File: src/rtl/trig_qual_pkg.sv
package trig_qual_pkg;

  typedef enum logic [1:0] {
    CNT_RISE = 2'd0,
    CNT_FALL = 2'd1,
    CNT_BOTH = 2'd2,
    CNT_BOTH_ALT = 2'd3
  } cnt_edge_e;

  typedef enum logic [1:0] {
    TRG_OFF  = 2'd0,
    TRG_RISE = 2'd1,
    TRG_FALL = 2'd2,
    TRG_BOTH = 2'd3
  } trg_edge_e;

  typedef struct packed {
    logic rise;
    logic fall;
  } edge_en_t;

  // Count codes: 0 rise only, 1 fall only, 2 and 3 both.
  function automatic edge_en_t cnt_edge_decode(input logic [1:0] code);
    edge_en_t e;
    e.rise = (code != CNT_FALL);
    e.fall = (code != CNT_RISE);
    return e;
  endfunction

  // Trigger codes: 0 off, 1 rise, 2 fall, 3 both.
  function automatic edge_en_t trg_edge_decode(input logic [1:0] code);
    edge_en_t e;
    e.rise = (code == TRG_RISE) || (code == TRG_BOTH);
    e.fall = (code == TRG_FALL) || (code == TRG_BOTH);
    return e;
  endfunction

endpackage

File: src/rtl/tq_sync.sv
module tq_sync #(
  parameter int WIDTH  = 1,
  parameter int STAGES = 2
) (
  input  logic             clk,
  input  logic             rst_n,
  input  logic [WIDTH-1:0] d,
  output logic [WIDTH-1:0] q
);

  logic [WIDTH-1:0] stage [STAGES];

  always_ff @(posedge clk or negedge rst_n) begin
    if (!rst_n) stage[0] <= '0;
    else        stage[0] <= d;
  end

  for (genvar i = 1; i < STAGES; i++) begin : g_stage
    always_ff @(posedge clk or negedge rst_n) begin
      if (!rst_n) stage[i] <= '0;
      else        stage[i] <= stage[i-1];
    end
  end

  assign q = stage[STAGES-1];

endmodule

File: src/rtl/tq_glitch_filter.sv
module tq_glitch_filter #(
  parameter int CODE_W = 2,
  parameter int CNT_W  = 4
) (
  input  logic              clk,
  input  logic              rst_n,
  input  logic              live,
  input  logic              s,
  input  logic [CODE_W-1:0] code,
  output logic              lvl,
  output logic              chg
);

  localparam int WIN_W = CNT_W + 1;

  logic [CNT_W-1:0] run;
  logic [WIN_W-1:0] win;
  logic [WIN_W-1:0] run_next;

  // Window length is a power of two: code 0 -> 1 period (immediate).
  assign win      = WIN_W'(1) << code;
  assign run_next = {1'b0, run} + WIN_W'(1);

  always_ff @(posedge clk or negedge rst_n) begin
    if (!rst_n) begin
      lvl <= 1'b0;
      run <= '0;
      chg <= 1'b0;
    end else if (!live) begin
      lvl <= s;
      run <= '0;
      chg <= 1'b0;
    end else begin
      chg <= 1'b0;
      if (s == lvl) begin
        run <= '0;
      end else if (run_next >= win) begin
        lvl <= s;
        run <= '0;
        chg <= 1'b1;
      end else begin
        run <= run_next[CNT_W-1:0];
      end
    end
  end

  AST_FLT_STABLE_WINDOW: assert property (@(posedge clk) disable iff (!rst_n)
    (live && $past(live) && code != '0 && lvl != $past(lvl))
      |-> ($past(s) == lvl && $past(s, 2) == lvl))
    else $error("filter accepted a level that was not held");

  AST_FLT_QUIET_AT_START: assert property (@(posedge clk) disable iff (!rst_n)
    !live |=> !chg)
    else $error("filter reported a change while priming");

endmodule

File: src/rtl/tq_edge_pick.sv
module tq_edge_pick (
  input  logic chg,
  input  logic lvl,
  input  logic rise_en,
  input  logic fall_en,
  output logic pulse
);

  assign pulse = chg & ((lvl & rise_en) | (~lvl & fall_en));

endmodule

File: src/rtl/trig_edge_qual.sv
module trig_edge_qual
  import trig_qual_pkg::*;
#(
  parameter int NUM_TRIG    = 8,
  parameter int SYNC_STAGES = 2,
  parameter int FLT_CODE_W  = 2,
  parameter int FLT_CNT_W   = 4
) (
  input  logic                        clk,
  input  logic                        rst_n,
  input  logic                        cnt_in,
  input  logic [NUM_TRIG-1:0]         trig_src,
  input  logic [$clog2(NUM_TRIG)-1:0] trig_sel,
  input  logic [FLT_CODE_W-1:0]       cnt_flt,
  input  logic [FLT_CODE_W-1:0]       trig_flt,
  input  logic [1:0]                  cnt_edge,
  input  logic [1:0]                  trig_edge,
  output logic                        cnt_pulse,
  output logic                        trig_pulse,
  output logic                        cnt_level,
  output logic                        trig_level
);

  localparam int LIVE_AT = SYNC_STAGES + 1;
  localparam int LIVE_W  = $clog2(LIVE_AT + 1);

  logic [LIVE_W-1:0]   prime;
  logic                live;
  logic                cnt_s;
  logic [NUM_TRIG-1:0] trig_s_all;
  logic                trig_s;
  logic                cnt_chg;
  logic                trig_chg;
  edge_en_t            cnt_en;
  edge_en_t            trig_en;

  // Priming: filters copy the synchronized level until it is valid.
  always_ff @(posedge clk or negedge rst_n) begin
    if (!rst_n)                     prime <= '0;
    else if (prime != LIVE_W'(LIVE_AT)) prime <= prime + LIVE_W'(1);
  end
  assign live = (prime == LIVE_W'(LIVE_AT));

  tq_sync #(.WIDTH(1), .STAGES(SYNC_STAGES)) u_cnt_sync (
    .clk(clk), .rst_n(rst_n), .d(cnt_in), .q(cnt_s)
  );

  tq_sync #(.WIDTH(NUM_TRIG), .STAGES(SYNC_STAGES)) u_trig_sync (
    .clk(clk), .rst_n(rst_n), .d(trig_src), .q(trig_s_all)
  );

  assign trig_s = trig_s_all[trig_sel];

  tq_glitch_filter #(.CODE_W(FLT_CODE_W), .CNT_W(FLT_CNT_W)) u_cnt_flt (
    .clk(clk), .rst_n(rst_n), .live(live), .s(cnt_s), .code(cnt_flt),
    .lvl(cnt_level), .chg(cnt_chg)
  );

  tq_glitch_filter #(.CODE_W(FLT_CODE_W), .CNT_W(FLT_CNT_W)) u_trig_flt (
    .clk(clk), .rst_n(rst_n), .live(live), .s(trig_s), .code(trig_flt),
    .lvl(trig_level), .chg(trig_chg)
  );

  assign cnt_en  = cnt_edge_decode(cnt_edge);
  assign trig_en = trg_edge_decode(trig_edge);

  tq_edge_pick u_cnt_edge (
    .chg(cnt_chg), .lvl(cnt_level), .rise_en(cnt_en.rise),
    .fall_en(cnt_en.fall), .pulse(cnt_pulse)
  );

  tq_edge_pick u_trig_edge (
    .chg(trig_chg), .lvl(trig_level), .rise_en(trig_en.rise),
    .fall_en(trig_en.fall), .pulse(trig_pulse)
  );

  AST_CNT_ONE_CYCLE: assert property (@(posedge clk) disable iff (!rst_n)
    cnt_pulse |=> !cnt_pulse)
    else $error("count pulse wider than one cycle");

  AST_TRIG_ONE_CYCLE: assert property (@(posedge clk) disable iff (!rst_n)
    trig_pulse |=> !trig_pulse)
    else $error("trigger pulse wider than one cycle");

  AST_CNT_PULSE_ON_CHANGE: assert property (@(posedge clk) disable iff (!rst_n)
    cnt_pulse |-> (cnt_level != $past(cnt_level)))
    else $error("count pulse without a filtered transition");

  AST_CNT_RISE_ONLY: assert property (@(posedge clk) disable iff (!rst_n)
    (cnt_pulse && cnt_edge == CNT_RISE) |-> cnt_level)
    else $error("rising-only count pulse on a falling transition");

  AST_TRIG_OFF_SILENT: assert property (@(posedge clk) disable iff (!rst_n)
    (trig_edge == TRG_OFF) |-> !trig_pulse)
    else $error("trigger pulse while trigger is disabled");

endmodule

File: config.mk
export PLATFORM = sky130hd
export DESIGN_NAME = trig_edge_qual
export DESIGN_NICKNAME = d
export VERILOG_FILES = /design/src/rtl/trig_qual_pkg.sv /design/src/rtl/tq_sync.sv /design/src/rtl/tq_glitch_filter.sv /design/src/rtl/tq_edge_pick.sv /design/src/rtl/trig_edge_qual.sv
export SDC_FILE = /design/constraint.sdc
export NUM_CORES = 1
export LEC_CHECK = 0
export CAP_MARGIN = 20
export CORE_UTILIZATION = 50
export DETAILED_ROUTE_END_ITERATION = 7
export PLACE_DENSITY_LB_ADDON = 0.3
export RECOVER_POWER = 100
export SLEW_MARGIN = 20
export SYNTH_ARGS = -nofsm -noshare
export SYNTH_HDL_FRONTEND = slang
export SYNTH_SLANG_ARGS = --single-unit
File: constraint.sdc
create_clock -name clk -period 2.5 [get_ports clk]
set_input_delay 0.375 -clock clk [delete_from_list [all_inputs] [get_ports clk]]
set_output_delay 0.375 -clock clk [all_outputs]
set_load 0.01 [all_outputs]
==> results.md, run 1 <==
Worst setup path:
- The data required time of the worst path is around 2.1 ns.
- Counting cells, the worst reg-to-reg path comes to 6.
- The critical path in this run is classified as reg -> out.
- The endpoint of the most critical setup path is cnt_pulse.
- Tracing the worst setup path back leads to its startpoint at u_cnt_flt.lvl$_DFFE_PN0P_.
- The critical path endpoint category is an output port.
- The startpoint identified for the worst register-to-register timing path is u_trig_flt.run[0]$_DFF_PN0_.
- STA classifies the critical path startpoint as a flip-flop.
- The worst reg2reg path endpoint is u_trig_flt.run[2]$_DFF_PN0_.
- The largest fanout on the critical path is 4.
- The critical path data arrival time is around 1.7 ns.
- The setup check on the worst reg-to-reg path leaves a slack of roughly 0.52 ns.

Synth:
- The area share of fa/ha/maj cells after synthesis is 10.2%.
- The flip-flop and latch count after synthesis is 32.
- For this run, asynchronously set or reset flops after synthesis account for 100%.
- The synthesized design contains 0 enable-type register cells.
- The post-synthesis compound-gate area fraction is roughly 6.0%.
- The average cell area after synthesis is ~14 µm².
- Of the synthesized area, sequential elements account for about three fifths.
- After synthesis, the share of cell area in mux cells is between 8 and 9%.
- The number of warnings reported in the yosys synthesis log is 0.
- After Yosys synthesis, XOR and XNOR cells account for 5.73% of the synthesized area.
- After synthesis, the largest family of logic cells by area is adder cells.
- The area of the mapped netlist is 1350 µm².
- The post-synthesis instance total is 96.
- When the netlist entered floorplanning its net count stood at ~130.
- Summing the areas of all and, or, nand and nor instances in the mapped netlist gives under 10% of the synthesized area.
- Counting distinct cell types in the post-synthesis netlist gives 24.
- For this run, the leading register cell type out of synthesis is sky130_fd_sc_hd__dfrtp_1.

Floorplan:
- Once the floorplan was initialized, standard cells occupied between 50% and 60% of the core.
- The overall die height is ~54 µm.
- The overall die area is 2920 µm².
- The core region area is around 2500 µm².
- The die is around 54 µm wide.
- The floorplan has 18 rows.
- 26 I/O pins were placed.

Place:
- At the end of routability-driven placement, the weighted congestion stood at between 0.8 and 0.9.
- The count of port buffers added during placement is 25.
- Detailed placement finished with a half-perimeter wire length of around 1.6 mm.

Final layout:
- The area of all sequential standard cells is about 800 µm².
- Of the cells placed in the final design, the portion with a size suffix greater than 1 is between 8 and 9%.
- The final layout net count is between 150 and 200.
- The number of antenna diodes in the final layout is 0.
- Cells fill between 60% and 70% of the core in the end.
- The area of combinational cells with multiple inputs is 529 µm².
- The post-synthesis to final-layout area growth is 27.6%.
- The filler cells instantiated in the layout total 189.

GRT:
- Global routing consumed, over all layers together, between 10% and 20% of the routing resources.
- Entering global routing, the biggest net connects 33 pins.
- After global routing, the most crowded layer is met2.
- The first-pass GRT wire length is approximately 3.4 mm.
- The met1 usage is about a fifth.
- The met2 track demand over resource in global routing is 29.2%.
- After global routing the overflow that remains totals 0.
- The number of antenna violations at the first check in global routing is 0.
- The number of global-route vias before repair was about 840.
- In the global route stage, met3 resource usage came out at about 6.2%.

STA:
- The number of endpoints with negative hold slack in the final report is 0.
- The final-report max-slew violation count is 33.
- Setup violations remaining at the end of the flow were counted as 0.
- For the pin with the worst max-slew slack, the measured transition is 1.63 ns.
- For this run, the top clock speed supported by timing is 0.476 GHz.
- Across the routed clock network, the largest skew measured is 0.0110 ns.
- The final setup TNS is 0 ns.
- Setup repair after global routing left no endpoint under its margin.
- The tightest slew margin relative to the limit is -8.71%.
- Of the available clock period, the critical path in the final layout requires a little over four fifths.
- The worst path needs 2.10 ns of the cycle, external delays included.

Route:
- In the final routed layout, each cell accounts on average for 12.8 µm.
- The routed via count is between 800 and 900.
- Before antenna repair, the detailed router went through 3 iterations.
- For this block, the initial DRC count from the detailed router was 4.
- The detail route stage leaves a number of antenna-violating nets equal to 0.
- In the routed design, unresolved DRC markers number 0.
- Using the TritonRoute via totals, the vias-per-cell ratio works out to approximately 5.3.
- For this block, the routed nets add up to roughly 2.1 mm of wire.

Outcome:
- The final reports fail on capacitance limit, slew limit.
- The flow ran to the end, but the final reports show violations.

Power:
- The completed layout was analyzed and its total power is approximately 1500 µW.
- In this run the static leakage power is around 0.00079 µW.
- The worst ir drop on vdd is between 0.0006 and 0.0007 V.
- The power per cell area is about 880 nW/µm².

Clock tree:
- The maximum clock path buffer count is 2.
- The total of cells resized after clock tree synthesis is 0.
- Clock tree synthesis found a total of 32 sinks.
- The CTS tree is built.
- The root buffer cell is sky130_fd_sc_hd__clkbuf_4.
- The number of hold buffers added after cts is 0.
- The number of buffers inserted during clock tree synthesis is 5.
- The later pin in the worst-skew pair is clocked with a latency of 0.32 ns.
- The number of H-tree levels is 2.
- The post-CTS setup buffer count is 0.
- Clock-pin slew was measured on the worst setup and hold paths at ~0.1 ns.

Run:
- The reported max-cap violation count is 1.

Hold path:
- In this run the worst hold path is classified as reg -> reg.
## flip-flops by register name, indices dropped and copies added (netlist names)
register           count
prime                  2
u_cnt_flt.chg          1
u_cnt_flt.lvl          1
u_cnt_flt.run          4
u_cnt_sync.q           1
u_cnt_sync.stage       1
u_trig_flt.chg         1
u_trig_flt.lvl         1
u_trig_flt.run         4
u_trig_sync.q          8
u_trig_sync.stage      8
## final cells by class
| type | count | area share [%] |
|---|---|---|
| Sequential cell | 32 | 46.3 |
| Multi-Input combinational cell | 61 | 30.6 |
| Timing Repair Buffer | 26 | 14.7 |
| Clock buffer | 7 | 3.77 |
| Tap cell | 30 | 2.17 |
| Clock inverter | 1 | 1.74 |
| Inverter | 3 | 0.652 |
## synthesized netlist by cell type (3+ instances only)
cell type                  instances  share of area, %
sky130_fd_sc_hd__nor2_1            4               1.1
sky130_fd_sc_hd__xor2_1            4               2.6
sky130_fd_sc_hd__dfrtp_1          32                59
sky130_fd_sc_hd__o21ai_0           3               1.1
sky130_fd_sc_hd__nor3b_1           3               1.7
sky130_fd_sc_hd__ha_1             11                10
sky130_fd_sc_hd__nor2b_1           3               1.4
sky130_fd_sc_hd__nand2b_1          6               2.8
sky130_fd_sc_hd__inv_1             3              0.83
sky130_fd_sc_hd__xnor2_1           3               1.9
## routing by layer
metal,routed length (µm),share of wire [%],up-vias
met5,0,0,-
met2,1030,50,18
met4,45,2.2,0
li1,-,-,411
met1,884,43,412
met3,97,4.7,5
## worst min path at each step
stage	from	to	depth (start not counted)
floorplan	rst_n	prime[0]$_DFFE_PN0N_	0
global placement	u_cnt_sync.stage[1]$_DFF_PN0_	u_cnt_sync.q$_DFF_PN0_	0
detailed placement	u_trig_sync.stage[8]$_DFF_PN0_	u_trig_sync.q[0]$_DFF_PN0_	0
CTS	u_cnt_sync.stage[1]$_DFF_PN0_	u_cnt_sync.q$_DFF_PN0_	0
global route	u_trig_sync.stage[8]$_DFF_PN0_	u_trig_sync.q[0]$_DFF_PN0_	0
finish	u_cnt_sync.stage[1]$_DFF_PN0_	u_cnt_sync.q$_DFF_PN0_	0
## per-stage QoR
stage	worst slack, ns	area (µm²)	hold WS [ns]	cells
after floorplan	0.703	1350	0.0794	96
after global placement	0.294	1650	0.334	152
after detailed placement	0.195	1650	0.336	152
after CTS	0.453	1740	0.356	160
after global routing	0.195	1730	0.359	160
final	0.399	1730	0.352	160
## cell families (layout without fill, tap and decap cells)
logic type,after synthesis,after routing
xor gates and xnor gates,8,8
DFF,32,32
adders and majority gates,11,11
muxes,7,7
and+or+nand+nor,23,23
buffers and inverters,3,37
AOI/OAI and AO/OA,12,12
## critical path, cell delays in order, from the launching register on
cell and delay (ns):
sky130_fd_sc_hd__dfrtp_1 0.46, sky130_fd_sc_hd__xor2_1 0.19, sky130_fd_sc_hd__o21a_1 0.17, sky130_fd_sc_hd__dlygate4sd3_1 0.59
## report_power, final
part,switching (µW),internal [µW]
combinational,226,231
sequential,53.0,592
clock,161,266
## cells in the final DEF (no fill, tap or decap), drive strengths merged, types with 3 or more instances in the layout
cell	Yosys	layout
nor2b	3	3
dfrtp	32	32
dlygate4sd3	0	14
xnor2	4	4
ha	11	11
clkdlybuf4s50	0	11
mux2i	3	3
clkbuf	0	8
inv	3	3
nand2b	6	6
nor3b	3	3
nor2	4	4
xor2	4	4
o21ai	3	3
Power figures use the tool's default switching activity.
==> inputs of run 2 (changes only) <==
clock period = 2.05 ns   (was 2.5 ns; I/O delays follow)
==> results.md, run 2 (synthesized netlist as in run 1, its figures left out) <==
STA:
- The number of endpoints with negative hold slack in the final report is 0.
- The final setup TNS is 0 ns.
- The tightest slew margin relative to the limit is around 51%.
- The worst clock skew is roughly 0.013 ns.
- Setup violations remaining at the end of the flow were counted as 0.
- On the final layout, the worst hold slack is ~0.34 ns.
- Of the available clock period, the critical path in the final layout requires a little over nine tenths.
- The worst path meets setup with 0.117 ns of slack.
- At the pin with the least slew margin, the transition time is 0.734 ns.
- For this run, the top clock speed supported by timing is ~0.52 GHz.
- The final-report max-slew violation count is 0.
- The minimum clock period is a little under 2 ns.

Floorplan:
- The I/O pin count is 26.
- The floorplan has 18 rows.
- The width of the die is between 50 and 60 µm.
- The starting density of the core is a little over half.
- The die covers 2920 µm².
- The core region area is ~2500 µm².
- The overall die height is about 54 µm.

GRT:
- The global routing usage summed across all routing layers is a little under a fifth.
- The number of global-route vias before repair is between 800 and 900.
- After global routing the overflow that remains totals 0.
- The first-pass GRT wire length is 3.47 mm.
- Entering global routing, the biggest net connects 33 pins.
- The number of antenna violations at the first check in global routing came to 0.

Route:
- After the first detailed-routing iteration, the DRC count stood at 9.
- For this run, design rule violations remaining after detail routing come to 0.
- The routed length per placed instance is about 13 µm.
- The first-pass iteration count of the detailed router is 4.
- The remaining number of nets flagged by the antenna check after routing is 0.
- The routed wire length is between 2 and 2.5 mm.
- Detailed routing inserted a total of roughly 860 vias.
- The mean number of vias per cell is roughly 5.

Worst setup path:
- In this design, the largest share of critical-path delay is due to compound AO/OA/AOI/OAI gates.
- STA classifies the critical path startpoint as a flip-flop.
- Together, buffers and inverters on the worst path number 0.
- The critical setup path kind is reg -> reg.
- The startpoint of the worst setup timing path is u_trig_flt.run[0]$_DFF_PN0_.
- The critical register-to-register path startpoint is u_trig_flt.run[0]$_DFF_PN0_.
- The worst reg2reg path endpoint is u_trig_flt.lvl$_DFFE_PN0P_.
- In this run the number of cells on the critical path is 6.
- Counting cells, the worst reg-to-reg path comes to 6.
- The delay of the slowest critical-path stage is ~0.45 ns.
- The cell with the biggest individual delay on the critical path is sky130_fd_sc_hd__o211ai_1.
- The data required time of the worst path is 2.30 ns.
- The largest fanout on the critical path is 5.
- The endpoint of the most critical setup path is u_trig_flt.lvl$_DFFE_PN0P_.
- The register-to-register path setup slack is 0.12 ns.
- Walking the worst path, the cells encountered are ha_2, xor2_2, ha_1, o21ai_0, o211ai_1, mux2i_1.
- STA classifies the critical path endpoint as a flip-flop.
- The critical path data arrival time is ~2.2 ns.

Final layout:
- The fraction of final layout cells with drive strength greater than 1 is 19.4%.
- 0 antenna diodes ended up in the layout.
- The library cells used most frequently in the layout, excluding fill and tap cells, are sky130_fd_sc_hd__dfrtp_1 (32), sky130_fd_sc_hd__clkdlybuf4s50_1 (13), sky130_fd_sc_hd__dlygate4sd3_1 (12), sky130_fd_sc_hd__ha_1 (10), sky130_fd_sc_hd__buf_4 (9).
- The post-synthesis to final-layout area growth is 33.1%.
- The most frequent standard cell in the layout excluding fill and tap cells is sky130_fd_sc_hd__dfrtp_1.
- In the final design database the tool counted between 150 and 200 nets.
- Cells fill between 70% and 80% of the core in the end.

Outcome:
- The run finished with clean final reports.

Clock tree:
- The tree built by TritonCTS fans out to 32 sinks.
- The number of buffers inserted during clock tree synthesis is 5.
- TritonCTS built the clock tree.
- After clock tree synthesis, the clock-pin slew on the worst setup and hold paths is approximately 0.090 ns.
- In this run, post-CTS hold repair placed 0 buffers.
- The clock passes through at most 2 buffers.
- The root buffer cell is sky130_fd_sc_hd__clkbuf_4.
- The clock network latency to the later pin of the worst-skew pair is between 0.3 and 0.4 ns.
- CTS built an H-tree with a depth of 2.

Hold path:
- In this run the worst hold path is classified as reg -> reg.

Place:
- The post-placement setup slack is -0.170 ns.
- At the end of routability-driven placement, the weighted congestion stood at approximately 0.84.
- After legalization and detailed placement, the total HPWL measured approximately 1.6 mm.
- Input and output buffers added on the ports amount to 25.

Run:
- Across the run, the number of max-cap violations was 0.

Power:
- The power per cell area is approximately 1000 nW/µm².
- Summed over all cells, the static leakage comes to about 0.00082 µW.
- The worst-case IR drop observed on VDD is 0.000670 V.
==> run 2: layout make-up <==
| type | instances | area [µm²] |
|---|---|---|
| clock inverters | 2 | 10.0 |
| inverters | 3 | 11.3 |
| clock buffers | 6 | 51.3 |
| fillers | 196 | 721 |
| well taps | 30 | 37.5 |
| multi-input cells | 61 | 568 |
| flip-flops and latches | 32 | 801 |
| repair buffers | 35 | 323 |
==> run 2: power breakdown <==
part	switching (µW)	leakage (µW)	internal, µW
logic	301	0.000399	367
clock network	193	0.0000380	163
registers	65.1	0.000386	721
total	559	0.000823	1250
==> run 2: layer usage <==
metal	vias up	GRT usage (%)	wire, µm
met1	410	20.7	932
met3	6	7.63	133
li1	425	-	-
met5	-	0	0
met4	0	11.5	51
met2	21	28.4	1010
==> run 2: worst min path at each step <==
stage | startpoint | end | slack [ns] | cells past startpoint
2_1_floorplan | rst_n | prime[0]$_DFFE_PN0N_ | 0.01 | 0
3_3_place_gp | u_trig_sync.stage[15]$_DFF_PN0_ | u_trig_sync.q[7]$_DFF_PN0_ | 0.33 | 0
3_5_place_dp | u_trig_sync.stage[14]$_DFF_PN0_ | u_trig_sync.q[6]$_DFF_PN0_ | 0.34 | 0
4_1_cts | u_cnt_sync.stage[1]$_DFF_PN0_ | u_cnt_sync.q$_DFF_PN0_ | 0.35 | 0
5_1_grt | u_cnt_sync.stage[1]$_DFF_PN0_ | u_cnt_sync.q$_DFF_PN0_ | 0.35 | 0
6_report | u_cnt_sync.stage[1]$_DFF_PN0_ | u_cnt_sync.q$_DFF_PN0_ | 0.34 | 0
==> run 2: worst reg2reg max path: cells and delay by family (launching register included) <==
kind,cells,cell delay [ns]
AOI/OAI and AO/OA,2,0.54
adders and majority gates,2,0.49
xor gates and xnor gates,1,0.15
muxes,1,0.24
DFF,1,0.43
==> run 2: repair_timing <==
item,in CTS,in global routing
gates resized for setup,0,6
setup buffers,0,2
setup endpoints to repair,0,8
==> run 2: metrics by stage <==
stage / area (µm²) / total power (µW) / std cells
4_1_cts: 1760 / 1780 / 167
6_report: 1800 / 1810 / 169
2_1_floorplan: 1350 / 1160 / 96
3_3_place_gp: 1700 / 1400 / 159
3_5_place_dp: 1700 / 1420 / 159
5_1_grt: 1800 / 1950 / 169
